<file path="config.mk">
export PLATFORM = sky130hd
export DESIGN_NAME = mlut_cell
export DESIGN_NICKNAME = d
export VERILOG_FILES = /design/src/rtl/mlut_pkg.sv /design/src/rtl/mlut_store.sv /design/src/rtl/mlut_tap_mux.sv /design/src/rtl/mlut_out_stage.sv /design/src/rtl/mlut_cell.sv
export SDC_FILE = /design/constraint.sdc
export NUM_CORES = 1
export LEC_CHECK = 0
export ABC_AREA = 0
export BUFFER_PORTS_ARGS = -buffer_cell sky130_fd_sc_hd__buf_2
export CAP_MARGIN = 20
export CORE_MARGIN = 4
export CORE_UTILIZATION = 58
export CTS_CLUSTER_DIAMETER = 40
export DETAILED_ROUTE_END_ITERATION = 8
export HOLD_SLACK_MARGIN = 0.15
export MAX_ROUTING_LAYER = met4
export PLACE_DENSITY = 0.95
export SYNTH_ARGS = -nofsm -noshare
export SYNTH_HDL_FRONTEND = slang
export SYNTH_SLANG_ARGS = --single-unit
</file>
<file path="constraint.sdc">
create_clock -name clk -period 4.25 [get_ports clk]
set_input_delay 1.275 -clock clk [delete_from_list [all_inputs] [get_ports clk]]
set_output_delay 1.275 -clock clk [all_outputs]
set_load 0.02 [all_outputs]
</file>
<file path="src/rtl/mlut_pkg.sv">
package mlut_pkg;

  typedef enum logic [1:0] {
    MODE_LOGIC = 2'd0,
    MODE_RAM   = 2'd1,
    MODE_SHIFT = 2'd2,
    MODE_RSVD  = 2'd3
  } mlut_mode_e;

  typedef enum logic [1:0] {
    WK_NONE  = 2'd0,
    WK_POKE  = 2'd1,
    WK_SHIFT = 2'd2
  } wr_kind_e;

  // Map the mode and enable onto the kind of write the store performs.
  function automatic wr_kind_e decode_write(input mlut_mode_e m, input logic en);
    wr_kind_e k;
    k = WK_NONE;
    if (en) begin
      case (m)
        MODE_RAM:   k = WK_POKE;
        MODE_SHIFT: k = WK_SHIFT;
        default:    k = WK_NONE;
      endcase
    end
    return k;
  endfunction

endpackage

</file>
<file path="src/rtl/mlut_store.sv">
module mlut_store #(
  parameter int ADDR_W = 4
) (
  input  logic                      clk,
  input  mlut_pkg::mlut_mode_e      mode,
  input  logic [ADDR_W-1:0]         addr,
  input  logic                      we,
  input  logic                      din,
  input  logic                      ld,
  input  logic [(1<<ADDR_W)-1:0]    ld_word,
  output logic [(1<<ADDR_W)-1:0]    word_q,
  output logic                      ev_load,
  output logic                      ev_poke,
  output logic                      ev_shift
);
  import mlut_pkg::*;
  localparam int DEPTH = 1 << ADDR_W;

  wr_kind_e kind;

  always_comb kind = decode_write(mode, we);

  // Load wins over any mode-dependent write.
  assign ev_load  = ld;
  assign ev_poke  = (kind == WK_POKE)  && !ld;
  assign ev_shift = (kind == WK_SHIFT) && !ld;

  for (genvar g = 0; g < DEPTH; g++) begin : g_bit
    localparam logic [ADDR_W-1:0] IDX = ADDR_W'(g);
    logic shift_src;
    if (g == 0) begin : g_head
      assign shift_src = din;
    end else begin : g_body
      assign shift_src = word_q[g-1];
    end
    always_ff @(posedge clk) begin
      if (ev_load)                      word_q[g] <= ld_word[g];
      else if (ev_poke && addr == IDX)  word_q[g] <= din;
      else if (ev_shift)                word_q[g] <= shift_src;
    end
  end

endmodule

</file>
<file path="src/rtl/mlut_tap_mux.sv">
module mlut_tap_mux #(
  parameter int ADDR_W = 4
) (
  input  logic [(1<<ADDR_W)-1:0] word,
  input  logic [ADDR_W-1:0]      sel,
  output logic                   bit_o
);
  localparam int DEPTH = 1 << ADDR_W;

  function automatic logic pick(input logic [DEPTH-1:0] w, input logic [ADDR_W-1:0] a);
    logic r;
    r = 1'b0;
    for (int k = 0; k < DEPTH; k++) begin
      if (a == ADDR_W'(k)) r = w[k];
    end
    return r;
  endfunction

  always_comb bit_o = pick(word, sel);

endmodule

</file>
<file path="src/rtl/mlut_out_stage.sv">
module mlut_out_stage (
  input  logic clk,
  input  logic rst,
  input  logic d,
  input  logic bypass,
  output logic q_reg,
  output logic q
);

  always_ff @(posedge clk) begin
    if (rst) q_reg <= 1'b0;
    else     q_reg <= d;
  end

  assign q = bypass ? d : q_reg;

endmodule

</file>
<file path="src/rtl/mlut_cell.sv">
module mlut_cell #(
  parameter int ADDR_W = 4
) (
  input  logic                       clk,
  input  logic                       rst,
  input  logic [1:0]                 mode_i,
  input  logic [ADDR_W-1:0]          addr_i,
  input  logic                       we_i,
  input  logic                       din_i,
  input  logic                       init_load_i,
  input  logic [(1<<ADDR_W)-1:0]     init_data_i,
  input  logic                       obypass_i,
  output logic                       dout_o,
  output logic                       cascade_o
);
  import mlut_pkg::*;
  localparam int DEPTH = 1 << ADDR_W;

  mlut_mode_e       mode;
  logic [DEPTH-1:0] mem_q;
  logic             rd_bit;
  logic             oreg_q;
  logic             ev_load, ev_poke, ev_shift;

  assign mode = mlut_mode_e'(mode_i);

  mlut_store #(.ADDR_W(ADDR_W)) u_store (
    .clk(clk), .mode(mode), .addr(addr_i), .we(we_i), .din(din_i),
    .ld(init_load_i), .ld_word(init_data_i), .word_q(mem_q),
    .ev_load(ev_load), .ev_poke(ev_poke), .ev_shift(ev_shift)
  );

  mlut_tap_mux #(.ADDR_W(ADDR_W)) u_mux (
    .word(mem_q), .sel(addr_i), .bit_o(rd_bit)
  );

  mlut_out_stage u_out (
    .clk(clk), .rst(rst), .d(rd_bit), .bypass(obypass_i),
    .q_reg(oreg_q), .q(dout_o)
  );

  assign cascade_o = mem_q[DEPTH-1];

endmodule

</file>
# Word level (Yosys, flattened, before mapping)
# Cells that the tools add are included.
# totals
wordCells	139
latch_bits	0
romBits	0
out_inout_bits	2
reg_bits	17
n_memories	0
ram_bits	0
# op_classes
eq_ne	19
n_div	0
order_cmp	0
mux	67
addsub	0
n_shift	0
reduce_logical	36
bitwise_logic	0
multipliers	0
# op_table
op	n
1-bit two-way mux	65
3-bit nonzero test	16
4-bit == test (second input constant)	8
1-bit logical AND	18
4-bit by 3-bit == test with 1-bit output (second input constant)	4
4-bit by 2-bit == test with 1-bit output (second input constant)	2
2-bit by 1-bit == test with 1-bit output (second input constant)	2
2-bit == test (second input constant)	2
4-bit by 1-bit == test with 1-bit output (second input constant)	1
4-bit logical NOT	1
2-bit one-hot mux with 2 select lines	1
2-bit two-way mux	1
1-bit logical NOT	1

# Logic depth before layout (Yosys ltp)
# depth
depth_word	18
depth_mapped	7
depth_no_buf	5

# Hierarchy
# Synthesis repeated with hierarchy kept, for this count alone.
# hier_totals
cells_unflattened	172
hier_area_um2	1498.9
# by_module_without_submodules
module	n_inst	cells_each	area_each_um2
mlut_store	1	147	1281.2
mlut_tap_mux	1	22	176.4
mlut_out_stage	1	3	41.3

# Least setup slack after synthesis
# No wires, ideal clock.
# synth_path
kind	input to output
startpoint	in addr_i[2]
endpoint	out dout_o
t_arrival_ps	2517
setup_slack_ps	458
path_stages	7
required_ps	2975
path_cell_list	buf_6 or2_1 buf_6 o21bai_1 o32ai_2 a21oi_1 o21ai_1
# synth_between
elab_chain_cells	18
# synth_lines
element	line	rtl
start: declaration	mlut_cell.sv:7	input logic [ADDR_W-1:0] addr_i,
4-bit logical NOT	mlut_tap_mux.sv:14	if (a == ADDR_W'(k)) r = w[k];
1-bit two-way mux (15 in a row)	mlut_tap_mux.sv:14	
1-bit two-way mux *	mlut_tap_mux.sv:14	
1-bit two-way mux *	mlut_out_stage.sv:15	assign q = bypass ? d : q_reg;
end: declaration	mlut_cell.sv:13	output logic dout_o,
# Every way passes the cells marked *; elsewhere a longest branch is shown, timed or not.

# Worst setup path in the final report
# Same ends and word-level chain as after synthesis.

==> flow_summary.toml <==
[timing]
max_slew_margin_pct = 67.27
hold_viol = 0
slew_violations = 0
max_freq_mhz = 258.8
min_period_over_period_pct = 90.93
skew_ns = 0.004319
worst_slew_pin_slew_ns = 0.4909
rsz0062_at_grt = "no"
fin_crit_ns = 3.864
setup_viol = 0
finalSetupTns_ns = 0

[grt]
grt_pass1_wl_mm = 5.030
grt_overflow = 0
antenna_found_initial = 0
grt_max_degree = 34
first_global_vias = 1079
grtUsageTotal_pct = 20.44

[cells_and_area]
instances_no_fill = 206
diodes = 0
drive_gt1_share_pct = 23.60
finalInstanceArea_um2 = 1479
area_delta_synth_final_pct = 11.30
largest_register_ffs = 15
fin_nets = 207
fillers = 182

[placed_design]
hpwl_mm = 2.268
dpl.cell_count = 201
dpl_cell_area_um2 = 1445
gp_congestion = 0.9043
io_buffers = 29

[yosys]
synth_seq_area_share_pct = 37.66
ys_warn_count = 0
yosysUniqueCellTypes = 38
syn_nets = 183
ys_ff_latch = 17
ys.flop_type = "edfxtp_1"
synthArstFlopShare_pct = 0
avgSynthCellArea_um2 = 8.573
synth_edf_count = 16
syn-cell-area_um2 = 1329
synthCells = 155

[die]
core_um2 = 2191
die_w_um = 55.87
dieArea_um2 = 3121
ioPinCount = 30
start_util_pct = 60.65
dieHeight_um = 55.87
row_count = 17

[cts]
htreeDepth = 1
root_buffer = "clkbuf_4"
cts.sinks = 17
clock_latency_ns = 0.29
clock_path_buffers = 2
clkTransAtPathRegs_ns = 0.10
postCtsSetupBuffers = 0
numCtsBuffers = 3
tritoncts = "done"
cts-resized-gates = 0
hold_buffers = 0

[detailed_routing]
viasPerCell = 6.049
drt_iter0_drc = 53
firstDrtPassIters = 4
num_vias = 1246
wirelength_mm = 2.958
wl_per_cell_um = 14.36
drcViolationCount = 0
final_antenna_net_count = 0

[power_and_ir_drop]
p_leak_nw = 0.5495
ir_drop_uv = 156.5
p_per_area_nw_per_um2 = 260.4

[job]
maxCapViolations = 0

[setup_path]
critPathRequiredTime_ns = 2.97
cp-end-kind = "output pin"
path_max_fanout = 10
critPathKind = "in2out"
crit_arrival_ns = 2.59
crit_path_start_kind = "input pin"

[hold_path]
hold_path.class = "reg2reg"

[status]
outcome = "completed"
==> layer usage <==
layer / wire [um] / up-vias / track usage [%]
li1: - / 606 / -
met1: 1296 / 585 / 27.67
met2: 1424 / 51 / 32.43
met3: 204 / 4 / 2.320
met4: 34 / 0 / 6.102
met5: 0 / - / -
==> cell type report <==
cell class	count	area [um2]	area share, %
multi-input combinational	122	745.7	50.42
inverter	5	18.77	1.269
clock buffer	4	26.28	1.777
tap	28	35.03	2.369
sequential	17	500.5	33.84
timing repair buffer	30	152.6	10.32
==> logic make-up after synthesis <==
family	synth area share, %
simple gates	21.94
compound gates	20.53
mux	13.65
flops	37.66
buf+inv	6.213
==> synthesized netlist by cell type (all sizes together) (2+ instances only) <==
| cell | number | area (um2) |
|---|---|---|
| nand2 | 20 | 75.07 |
| nor2b | 4 | 25.02 |
| inv | 5 | 18.76 |
| nor2 | 17 | 63.81 |
| or2 | 3 | 18.77 |
| clkbuf | 4 | 15.01 |
| o32ai | 2 | 25.03 |
| a21oi | 5 | 25.02 |
| o211ai | 2 | 15.01 |
| nand3 | 4 | 35.03 |
| o21ai | 32 | 160.2 |
| nand2b | 2 | 12.51 |
| mux2i | 17 | 170.2 |
| buf | 7 | 48.79 |
| edfxtp | 16 | 480.5 |
==> critical path: stages <==
cell and delay [ns]:
buf_2 0.15, nand2b_1 0.32, a21o_1 0.26, a32oi_1 0.22, nand2_1 0.08, o21ai_1 0.11, buf_2 0.17
==> layout by cell type (no fill, tap or decap), types with 2 or more instances in the layout <==
cell       n
buf_2     29
nand2_1   20
nor2_1    17
mux2i_1   17
o21ai_0   16
o21ai_1   16
edfxtp_1  16
a21oi_1    5
inv_1      4
nor2b_1    4
nand3_2    3
clkbuf_4   3
nand2b_1   2
or2_1      2
o211ai_1   2
==> worst paths after layout <==
check | to | slack [ns] | start | depth (start not counted)
max | dout_o | 0.39 | addr_i[2] | 7
min | u_store.g_bit[15].shift_src | 0.65 | u_store.g_bit[14].shift_src | 2
max reg2reg | u_out.q_reg | 2.89 | u_store.g_bit[11].shift_src | 5
min reg2reg | u_store.g_bit[15].shift_src | 0.65 | u_store.g_bit[14].shift_src | 2
==> stage by stage <==
step / total power (W) / hold slack [ns] / setup WS (ns) / utilization, %
2_1_floorplan: 0.0002727 / 0.5800 / 0.4580 / -
4_1_cts: 0.0003872 / 0.6511 / 0.4100 / 67.16
6_report: 0.0003851 / 0.6460 / 0.3856 / 67.50
3_5_place_dp: 0.0002999 / 0.6253 / 0.4117 / 65.96
5_1_grt: 0.0004072 / 0.6903 / 0.2557 / 67.50
3_3_place_gp: 0.0002954 / 0.6098 / 0.4833 / 65.96
==> power breakdown <==
part | internal [W] | switching, W | leakage [nW]
registers | 0.000202 | 0.00000859 | 0.169
clock network | 0.0000365 | 0.0000510 | 0.0150
logic | 0.0000356 | 0.0000510 | 0.365
total | 0.000274 | 0.000111 | 0.549
No activity file was read; power rests on OpenSTA's default activity.
